`src/rtl/gpio_irq_pkg.sv`:
```
// Package: shared register address map and word-decode helper for the GPIO
// controller. Assumes byte addresses with 32-bit words (bits [1:0] ignored).
package gpio_irq_pkg;

    localparam int ADDR_W = 8;
    typedef logic [ADDR_W-1:0] reg_addr_t;

    localparam reg_addr_t A_DOUT   = 8'h00;
    localparam reg_addr_t A_DIN    = 8'h04;
    localparam reg_addr_t A_DIR    = 8'h08;
    localparam reg_addr_t A_SET    = 8'h10;
    localparam reg_addr_t A_CLR    = 8'h14;
    localparam reg_addr_t A_PEN    = 8'h18;
    localparam reg_addr_t A_PTYP   = 8'h1C;
    localparam reg_addr_t A_IEN    = 8'h20;
    localparam reg_addr_t A_RAW    = 8'h24;
    localparam reg_addr_t A_MSTAT  = 8'h28;
    localparam reg_addr_t A_MASK   = 8'h2C;
    localparam reg_addr_t A_ACK    = 8'h30;
    localparam reg_addr_t A_SENSE  = 8'h34;
    localparam reg_addr_t A_BOTH   = 8'h38;
    localparam reg_addr_t A_POL    = 8'h3C;

    // True when byte address a falls in the word at offset off.
    function automatic logic word_hit(input reg_addr_t a, input reg_addr_t off);
        return a[ADDR_W-1:2] == off[ADDR_W-1:2];
    endfunction

endpackage

```
`src/rtl/gpio_sync.sv`:
```
// Module: multi-stage synchroniser for a vector of asynchronous inputs.
// Assumes each bit is independent (no bus coherency across bits).
module gpio_sync #(
    parameter int W      = 32,
    parameter int STAGES = 2
) (
    input  logic         clk,
    input  logic         rst_n,
    input  logic [W-1:0] d,
    output logic [W-1:0] q
);
    logic [W-1:0] stage_q [STAGES];

    // Shift the input through the flop chain.
    always_ff @(posedge clk) begin
        if (!rst_n) begin
            for (int s = 0; s < STAGES; s++) stage_q[s] <= '0;
        end else begin
            stage_q[0] <= d;
            for (int s = 1; s < STAGES; s++) stage_q[s] <= stage_q[s-1];
        end
    end

    assign q = stage_q[STAGES-1];
endmodule

```
`src/rtl/gpio_regfile.sv`:
```
// Module: software-visible configuration storage and output data, including
// the write-one set/clear path and the acknowledge pulse. Assumes a one-cycle
// write strobe; addresses not decoded here are ignored on write.
module gpio_regfile #(
    parameter int NPINS = 32
) (
    input  logic                          clk,
    input  logic                          rst_n,
    input  logic                          wr_en,
    input  gpio_irq_pkg::reg_addr_t       addr,
    input  logic [NPINS-1:0]              wdata,
    output logic [NPINS-1:0]              dout_q,
    output logic [NPINS-1:0]              dir_q,
    output logic [NPINS-1:0]              pen_q,
    output logic [NPINS-1:0]              ptyp_q,
    output logic [NPINS-1:0]              ien_q,
    output logic [NPINS-1:0]              mask_q,
    output logic [NPINS-1:0]              sense_q,
    output logic [NPINS-1:0]              both_q,
    output logic [NPINS-1:0]              pol_q,
    output logic [NPINS-1:0]              ack_bits
);
    import gpio_irq_pkg::*;

    // Output data: direct write, or bitwise set / clear.
    always_ff @(posedge clk) begin
        if (!rst_n)                            dout_q <= '0;
        else if (wr_en && word_hit(addr, A_DOUT)) dout_q <= wdata;
        else if (wr_en && word_hit(addr, A_SET))  dout_q <= dout_q | wdata;
        else if (wr_en && word_hit(addr, A_CLR))  dout_q <= dout_q & ~wdata;
    end

    // Plain read/write configuration registers.
    always_ff @(posedge clk) begin
        if (!rst_n) begin
            dir_q   <= '0;
            pen_q   <= '0;
            ptyp_q  <= '0;
            ien_q   <= '0;
            mask_q  <= '0;
            sense_q <= '0;
            both_q  <= '0;
            pol_q   <= '0;
        end else if (wr_en) begin
            if (word_hit(addr, A_DIR))   dir_q   <= wdata;
            if (word_hit(addr, A_PEN))   pen_q   <= wdata;
            if (word_hit(addr, A_PTYP))  ptyp_q  <= wdata;
            if (word_hit(addr, A_IEN))   ien_q   <= wdata;
            if (word_hit(addr, A_MASK))  mask_q  <= wdata;
            if (word_hit(addr, A_SENSE)) sense_q <= wdata;
            if (word_hit(addr, A_BOTH))  both_q  <= wdata;
            if (word_hit(addr, A_POL))   pol_q   <= wdata;
        end
    end

    // Acknowledge pulse: one cycle of write data when the ack word is hit.
    always_comb begin
        ack_bits = (wr_en && word_hit(addr, A_ACK)) ? wdata : '0;
    end

    // bits written to the set word are 1 afterwards.
    p_set_bits_r3: assert property (@(posedge clk) disable iff (!rst_n)
        $past(wr_en && word_hit(addr, A_SET)) |-> ((dout_q & $past(wdata)) == $past(wdata)));

    // bits written to the clear word are 0 afterwards.
    p_clr_bits_r3: assert property (@(posedge clk) disable iff (!rst_n)
        $past(wr_en && word_hit(addr, A_CLR)) |-> ((dout_q & $past(wdata)) == '0));

    // direction holds when no write occurred.
    p_dir_hold_r2: assert property (@(posedge clk) disable iff (!rst_n)
        !$past(wr_en) |-> $stable(dir_q));
endmodule

```
`src/rtl/gpio_irq_detect.sv`:
```
// Module: per-pin interrupt detector. Edge events latch until acknowledged;
// level status follows the active condition. Assumes sync_in is already
// synchronised to clk.
module gpio_irq_detect #(
    parameter int NPINS = 32
) (
    input  logic             clk,
    input  logic             rst_n,
    input  logic [NPINS-1:0] sync_in,
    input  logic [NPINS-1:0] ien,
    input  logic [NPINS-1:0] sense_lvl,
    input  logic [NPINS-1:0] both,
    input  logic [NPINS-1:0] pol,
    input  logic [NPINS-1:0] ack,
    output logic [NPINS-1:0] raw_st
);
    logic [NPINS-1:0] prev_q;
    logic [NPINS-1:0] raw_q;
    logic [NPINS-1:0] raw_d;

    // Keep last cycle's synchronised input for edge comparison.
    always_ff @(posedge clk) begin
        if (!rst_n) prev_q <= '0;
        else        prev_q <= sync_in;
    end

    for (genvar g = 0; g < NPINS; g++) begin : g_pin
        logic rise, fall, evt;
        // Next status for this pin from its trigger configuration.
        always_comb begin
            rise = sync_in[g] & ~prev_q[g];
            fall = ~sync_in[g] & prev_q[g];
            evt  = both[g] ? (rise | fall) : (pol[g] ? fall : rise);
            if (sense_lvl[g]) raw_d[g] = ien[g] & (sync_in[g] ^ pol[g]);
            else              raw_d[g] = ien[g] & ((raw_q[g] & ~ack[g]) | evt);
        end
    end

    // Register the status vector.
    always_ff @(posedge clk) begin
        if (!rst_n) raw_q <= '0;
        else        raw_q <= raw_d;
    end

    assign raw_st = raw_q;

    // a pin disabled last cycle shows no status.
    p_disabled_quiet_r10: assert property (@(posedge clk) disable iff (!rst_n)
        (raw_q & ~$past(ien)) == '0);

    // a newly set edge-mode bit needs a change on the synchronised input.
    p_edge_needs_change_r6: assert property (@(posedge clk) disable iff (!rst_n)
        (raw_q & ~$past(raw_q) & ~$past(sense_lvl) & ~$past(sync_in ^ prev_q)) == '0);

    // an inactive level pin shows no status.
    p_level_inactive_r8: assert property (@(posedge clk) disable iff (!rst_n)
        ($past(sense_lvl) & ~$past(sync_in ^ pol) & raw_q) == '0);
endmodule

```
`src/rtl/gpio_irq_ctrl.sv`:
```
// Module: top of the GPIO controller. Ties the register file, the input
// synchroniser and the interrupt detector together and provides read-back.
// Assumes the bus samples bus_rdata combinationally from bus_addr.
module gpio_irq_ctrl #(
    parameter int NPINS = 32
) (
    input  logic                               clk,
    input  logic                               rst_n,
    input  logic                               bus_wr,
    input  logic [gpio_irq_pkg::ADDR_W-1:0]    bus_addr,
    input  logic [NPINS-1:0]                   bus_wdata,
    output logic [NPINS-1:0]                   bus_rdata,
    input  logic [NPINS-1:0]                   pin_in,
    output logic [NPINS-1:0]                   pin_out,
    output logic [NPINS-1:0]                   pin_oe,
    output logic                               irq_out
);
    import gpio_irq_pkg::*;

    localparam int SYNC_STAGES = 2;

    logic [NPINS-1:0] dout_q, dir_q, pen_q, ptyp_q, ien_q, mask_q;
    logic [NPINS-1:0] sense_q, both_q, pol_q, ack_bits;
    logic [NPINS-1:0] pin_sync, raw_st, masked_st;

    gpio_regfile #(.NPINS(NPINS)) u_regs (
        .clk(clk), .rst_n(rst_n), .wr_en(bus_wr), .addr(bus_addr), .wdata(bus_wdata),
        .dout_q(dout_q), .dir_q(dir_q), .pen_q(pen_q), .ptyp_q(ptyp_q),
        .ien_q(ien_q), .mask_q(mask_q), .sense_q(sense_q), .both_q(both_q),
        .pol_q(pol_q), .ack_bits(ack_bits)
    );

    gpio_sync #(.W(NPINS), .STAGES(SYNC_STAGES)) u_sync (
        .clk(clk), .rst_n(rst_n), .d(pin_in), .q(pin_sync)
    );

    gpio_irq_detect #(.NPINS(NPINS)) u_det (
        .clk(clk), .rst_n(rst_n), .sync_in(pin_sync), .ien(ien_q),
        .sense_lvl(sense_q), .both(both_q), .pol(pol_q), .ack(ack_bits),
        .raw_st(raw_st)
    );

    // Masked status and combined interrupt.
    always_comb begin
        masked_st = raw_st & ~mask_q;
        irq_out   = |masked_st;
    end

    assign pin_out = dout_q;
    assign pin_oe  = dir_q;

    // Read-back multiplexer; write-only and unmapped words read 0.
    always_comb begin
        bus_rdata = '0;
        if      (word_hit(bus_addr, A_DOUT))  bus_rdata = dout_q;
        else if (word_hit(bus_addr, A_DIN))   bus_rdata = pin_sync;
        else if (word_hit(bus_addr, A_DIR))   bus_rdata = dir_q;
        else if (word_hit(bus_addr, A_PEN))   bus_rdata = pen_q;
        else if (word_hit(bus_addr, A_PTYP))  bus_rdata = ptyp_q;
        else if (word_hit(bus_addr, A_IEN))   bus_rdata = ien_q;
        else if (word_hit(bus_addr, A_RAW))   bus_rdata = raw_st;
        else if (word_hit(bus_addr, A_MSTAT)) bus_rdata = masked_st;
        else if (word_hit(bus_addr, A_MASK))  bus_rdata = mask_q;
        else if (word_hit(bus_addr, A_SENSE)) bus_rdata = sense_q;
        else if (word_hit(bus_addr, A_BOTH))  bus_rdata = both_q;
        else if (word_hit(bus_addr, A_POL))   bus_rdata = pol_q;
    end

    // all pins masked means no interrupt.
    p_mask_all_r11: assert property (@(posedge clk) disable iff (!rst_n)
        (&mask_q) |-> !irq_out);

    // the interrupt needs some raw status behind it.
    p_irq_has_source_r11: assert property (@(posedge clk) disable iff (!rst_n)
        irq_out |-> (raw_st != '0));
endmodule

```
`config.mk`:
```
export PLATFORM = sky130hd
export DESIGN_NAME = gpio_irq_ctrl
export DESIGN_NICKNAME = d
export VERILOG_FILES = /design/src/rtl/gpio_irq_pkg.sv /design/src/rtl/gpio_sync.sv /design/src/rtl/gpio_regfile.sv /design/src/rtl/gpio_irq_detect.sv /design/src/rtl/gpio_irq_ctrl.sv
export SDC_FILE = /design/constraint.sdc
export NUM_CORES = 1
export LEC_CHECK = 0
export ABC_AREA = 1
export CAP_MARGIN = 40
export CORE_MARGIN = 3
export CORE_UTILIZATION = 64
export DETAILED_ROUTE_END_ITERATION = 8
export DONT_BUFFER_PORTS = 1
export PLACE_DENSITY = 0.8
export SLEW_MARGIN = 5
export SYNTH_ARGS = -nofsm -noshare
export SYNTH_HDL_FRONTEND = slang
export SYNTH_SLANG_ARGS = --single-unit
```
`constraint.sdc`:
```
create_clock -name clk -period 2.2 [get_ports clk]
set_input_delay 0.44 -clock clk [delete_from_list [all_inputs] [get_ports clk]]
set_output_delay 0.44 -clock clk [all_outputs]
set_load 0.01 [all_outputs]
```
# Word level (Yosys, flattened, before mapping)
# Memory sizes are Yosys's and may differ from the RTL's.
# Index checks and enable logic that the tools add are counted.
classes:
  eq_ne: 14
  mux: 116
  bitwise_logic: 359
  n_reduce_logical: 15
ops:
  columns: ["operator", "count"]
  rows:
  - ["$mux W32", 18]
  - ["$and A1 B1 Y1", 160]
  - ["$mux W1", 98]
  - ["$not A1 Y1", 96]
  - ["$or A1 B1 Y1", 66]
  - ["$and A32 B32 Y32", 2]
  - ["$not A32 Y32", 2]
  - ["$eq A6 B4 Y1 const B", 8]
  - ["$or A32 B32 Y32", 1]
  - ["$reduce_or A32 Y1", 1]
  - ["$xor A1 B1 Y1", 32]
  - ["$eq A6 B3 Y1 const B", 4]
  - ["$reduce_and A2 Y1", 8]
  - ["$eq A6 B1 Y1 const B", 1]
  - ["$eq A6 B2 Y1 const B", 1]
  - ["$logic_not A6 Y1", 1]
  - ["$logic_and A1 B1 Y1", 4]
  - ["$reduce_bool A3 Y1", 1]
word_totals:
  ff_bits: 352
  ram_bits: 64
  in_bits: 75
  out_inout_bits: 97
  wordCells: 516
  n_memories: 1
memory_table:
  columns: ["memory", "words", "word_bits", "read_ports", "rd_clocked_by_memory_dff", "write_ports", "line", "source"]
  rows:
  - ["u_sync.stage_q", 2, 32, 2, 0, 2, "gpio_sync.sv:12", "logic [W-1:0] stage_q [STAGES];"]

# Logic depth before layout (Yosys ltp)
depth:
  depth_word: 13
  ltp_mapped: 12
  depth_no_buf: 11

# Hierarchy
# Synthesis repeated with hierarchy kept, for this count alone.
hier_totals:
  hier_cells: 3211
  area_unflattened_um2: 20900.0
by_module_without_submodules:
  columns: ["mod", "instances", "cells_each", "area_each_um2", "seq_area_each_um2"]
  rows:
  - ["gpio_regfile", 1, 1257, 10116.0, 5765.5]
  - ["gpio_irq_detect", 1, 903, 5181.2, 1281.2]
  - ["gpio_irq_ctrl", 1, 820, 3522.1, 0.0]
  - ["gpio_sync", 1, 231, 2080.7, 1281.2]

# Least setup slack after synthesis
# OpenSTA, ideal clock, no wires.
synth_timing:
  path_type: "input to output"
  start: "in bus_addr[7] (netlist bit)"
  end: "out bus_rdata[28]"
  arrival_time_ns: 1.621
  t_required_ns: 1.760
  setup_slack_ns: 0.139
  path_stages: 9
  path_buffers: 2
  path_cell_list: "nor2_1 > buf_4 > nand3_2 > nor2_4 > inv_2 > buf_2 > or2_1 > nand2_1 > nand3_1"
synth_via:
  elab_chain_cells: 13
  word_cells_on_any_way: 24
  classes_between: "11 x eq/ne; 12 x mux; 1 x reduce/logical"
synth_lines:
  columns: ["item", "line", "source"]
  rows:
  - ["start, declared", "gpio_irq_ctrl.sv:10", "input logic [gpio_irq_pkg::ADDR_W-1:0] bus_addr,"]
  - ["$eq A6 B4 Y1", "gpio_irq_pkg.sv:26", "return a[ADDR_W-1:2] == off[ADDR_W-1:2];"]
  - ["$mux W32", "gpio_irq_ctrl.sv:66", "else if (word_hit(bus_addr, A_POL)) bus_rdata = pol_q;"]
  - ["$mux W32", "gpio_irq_ctrl.sv:65", "else if (word_hit(bus_addr, A_BOTH)) bus_rdata = both_q;"]
  - ["$mux W32", "gpio_irq_ctrl.sv:64", "else if (word_hit(bus_addr, A_SENSE)) bus_rdata = sense_q;"]
  - ["$mux W32", "gpio_irq_ctrl.sv:63", "else if (word_hit(bus_addr, A_MASK)) bus_rdata = mask_q;"]
  - ["$mux W32", "gpio_irq_ctrl.sv:62", "else if (word_hit(bus_addr, A_MSTAT)) bus_rdata = masked_st;"]
  - ["$mux W32", "gpio_irq_ctrl.sv:61", "else if (word_hit(bus_addr, A_RAW)) bus_rdata = raw_st;"]
  - ["$mux W32", "gpio_irq_ctrl.sv:60", "else if (word_hit(bus_addr, A_IEN)) bus_rdata = ien_q;"]
  - ["$mux W32", "gpio_irq_ctrl.sv:59", "else if (word_hit(bus_addr, A_PTYP)) bus_rdata = ptyp_q;"]
  - ["$mux W32", "gpio_irq_ctrl.sv:58", "else if (word_hit(bus_addr, A_PEN)) bus_rdata = pen_q;"]
  - ["$mux W32", "gpio_irq_ctrl.sv:57", "else if (word_hit(bus_addr, A_DIR)) bus_rdata = dir_q;"]
  - ["$mux W32", "gpio_irq_ctrl.sv:56", "else if (word_hit(bus_addr, A_DIN)) bus_rdata = pin_sync;"]
  - ["$mux W32 *", "gpio_irq_ctrl.sv:55", "if (word_hit(bus_addr, A_DOUT)) bus_rdata = dout_q;"]
  - ["end, declared", "gpio_irq_ctrl.sv:12", "output logic [NPINS-1:0] bus_rdata,"]
# Mark *: on every way between the ends. The rest lies on a longest branch, timed or not.

# Worst setup path after layout
layout_timing:
  start: "in bus_addr[6] (netlist bit)"
  end: "out bus_rdata[12]"
# The elaborated chain is that of the path after synthesis.

==> flow_summary.toml <==
[global_route]
grt_pass1_vias = 17713
antenna_found_initial = 0
track_usage_pct = 36.2
grt.met3_usage_pct = 11.4
grt_overflow = 0
use_met2_pct = 51.5
gr-max-usage-layer = "met1"
grt_max_degree = 361
groute.layer.met1.usage_pct = 52.7
grt_pass1_wl_um = 96000

[setup_path]
worstPathRequired_ns = 1.76
worstPathArrival_ns = 1.82
crit_type = "in -> out"
setup.worst_path.end_class = "output pin"
slowest_delay_ns = 0.16
worstPathMaxFanout = 9
worstSetupStartpointType = "primary input"
crit_path_top_delay_cell = "clkbuf_16"
cp_cell_sequence = "nor2_4 > buf_12 > buf_12 > clkbuf_16 > nand3_1 > nand2_1 > nor2_2 > nand3_2 > nand2_4 > nand4_1 > nand2_1 > nand3_2"

[logic_synthesis]
synth_nets = 2874
synth_edf_count = 0
synthCells = 2735
yosysWarnings = 0
ys_seq_area_share_pct = 42.9
async_flop_share_pct = 0
syn_avg_cell_area_sq_um = 7.10
synth-main-ff-cell = "dfxtp_1"
ys_types = 26
yosys_register_bits = 416
netlist_area_sq_mm = 0.0194

[placement]
place_area_sq_mm = 0.0202
hpwl_um = 40300
portBuffers = 0
place_ws_ns = -0.0533
place_congestion = 0.958

[die]
die-area_sq_mm = 0.0325
ioPinCount = 172
die_w_um = 180
std_cell_rows = 63
start_util_pct = 65.2
coreArea_sq_mm = 0.0298
die_y_um = 180

[cells_and_area]
diodes = 0
final_cell_mix = "nand2_1 (437), dfxtp_1 (389), a21oi_1 (377), inv_1 (355), o21ai_0 (232)"
final_common_cell = "nand2_1"
nets = 2888
drive_gt1_share_pct = 14.5
fin_area_sq_mm = 0.0230
areaGrowthSynthToFinish_pct = 18.3
fillers = 2124

[clock_tree]
h-tree-depth = 2
root_buffer = "clkbuf_16"
clkTransAtPathRegs_ns = 0.05
cts_tree = "yes"
clock_sinks = 416
clock_path_buffers = 3
clock_latency_ns = 0.55
cts_made_buffers = 44

[sta]
rsz0062_at_grt = "true"
worst_clock_skew_ns = 0.0145
period_minus_slack_ns = 2.26
slew_viol_final = 0
hold_viol = 1
hold_slack_ns = -0.00137
setup_viol = 14
setup_slack_ns = -0.0591
slew_headroom_pct = 53.1
period_share_pct = 103
fmax_mhz = 443
tightest_slew_ns = 0.703

[power_and_ir_drop]
total_power_uw = 16000
power.static_leakage_uw = 0.00959
p_per_area_mw_per_mm2 = 697
vdd_drop_max_mv = 0.636

[route]
drtAntennaViolNets = 0
drc_errors = 0
dr.pass1.iters = 6
via_per_inst = 6.20
drt_iter0_drc = 3249
wl_um = 64700
wl_per_cell_um = 20.4
vias = 19674

[min_path]
holdCritPathClass = "in -> reg"

[flow_run]
cap_violations = 0

[run_status]
violations = "negative hold slack, negative setup slack"
status = "finished with violations"
[state kept, by name (all words and copies together) (netlist names), named ones only]
signal          cells
u_regs.pol_q       32
u_regs.both_q      32
u_regs.mask_q      32
u_regs.sense_q     32
u_sync.stage_q     64
u_regs.ptyp_q      32
u_regs.pen_q       32
u_det.raw_st       32
u_regs.dir_q       32
u_det.prev_q       32
u_regs.ien_q       32
[stage by stage]
| stage | instances | util (%) | setup TNS [ns] |
|---|---|---|---|
| floorplan | 2735 | - | 0 |
| global placement | 3045 | 67.7 | -0.131 |
| detailed placement | 3045 | 67.7 | -0.428 |
| CTS | 3152 | 73.9 | -0.452 |
| global route | 3174 | 77.2 | -1.55 |
| finish | 3174 | 77.2 | -0.422 |
[timing repair]
action / CTS / global route
setup buffers: 0 / 12
pin swaps: 2 / 71
hold buffers: 24 / 0
resized for setup: 23 / 193
endpoints found under the setup margin: 23 / 33
hold endpoints to repair: 22 / 0
cloned: 2 / 11
[power breakdown]
part	switching (uW)	internal, uW	total (uW)
clock network	3090	4440	7530
logic	465	297	762
registers	99.4	7640	7740
[worst max-delay path: cells and delay by family]
kind          cells  cell delay, ns
buf+inv           3            0.44
simple gates      9            0.90
[cell families after synthesis]
logic type                 count (synthesis)  synth area share (%)
AOI/OAI and AO/OA                        763                  20.7
adders and majority gates                 64                  4.12
DFF                                      416                  42.9
and+or+nand+nor                          957                  21.5
buffers and inverters                    535                  10.8
[cell usage after synthesis (52+ instances only)]
cell type,instances,share of area (%)
a21oi_1,377,9.7
clkbuf_1,98,1.9
nand2_1,485,9.4
dfxtp_1,416,43
o211ai_1,74,2.9
nor3_1,52,1.3
ha_1,64,4.1
nor2_1,156,3.0
o21ai_0,232,6.0
inv_1,364,7.0
o21ai_1,76,2.0
nand3_1,144,3.7
[path summary, 6_finish.rpt]
| path | slack, ns | depth (start not counted) | end | startpoint |
|---|---|---|---|---|
| min reg2reg | 0.40 | 2 | u_sync.stage_q[0][61] | u_sync.stage_q[0][29] |
| max | -0.06 | 12 | bus_rdata[12] | bus_addr[6] |
| min | -0.001 | 2 | u_sync.stage_q[0][25] | pin_in[25] |
| max reg2reg | 0.58 | 6 | u_det.raw_st[17] | u_sync.stage_q[0][49] |
[layer usage]
| metal | part of all wire [%] | vias to the layer above | wire length (um) |
|---|---|---|---|
| met5 | 0 | - | 0 |
| met4 | 4.1 | 0 | 2640 |
| met3 | 14 | 238 | 9060 |
| met2 | 41 | 1404 | 26800 |
| met1 | 40 | 9029 | 26200 |
| li1 | - | 9003 | - |
[area by class of cell]
cell class                      count  area (sq um)  share of cell area [%]
Multi-Input combinational cell   1784          9600                    41.8
Sequential cell                   416          8370                    36.4
Tap cell                          390           488                    2.12
Clock inverter                     12           121                   0.528
Timing Repair Buffer              129          1660                    7.21
Inverter                          374          1410                    6.13
Clock buffer                       69          1350                    5.86
(Power assumes the default switching activity.)
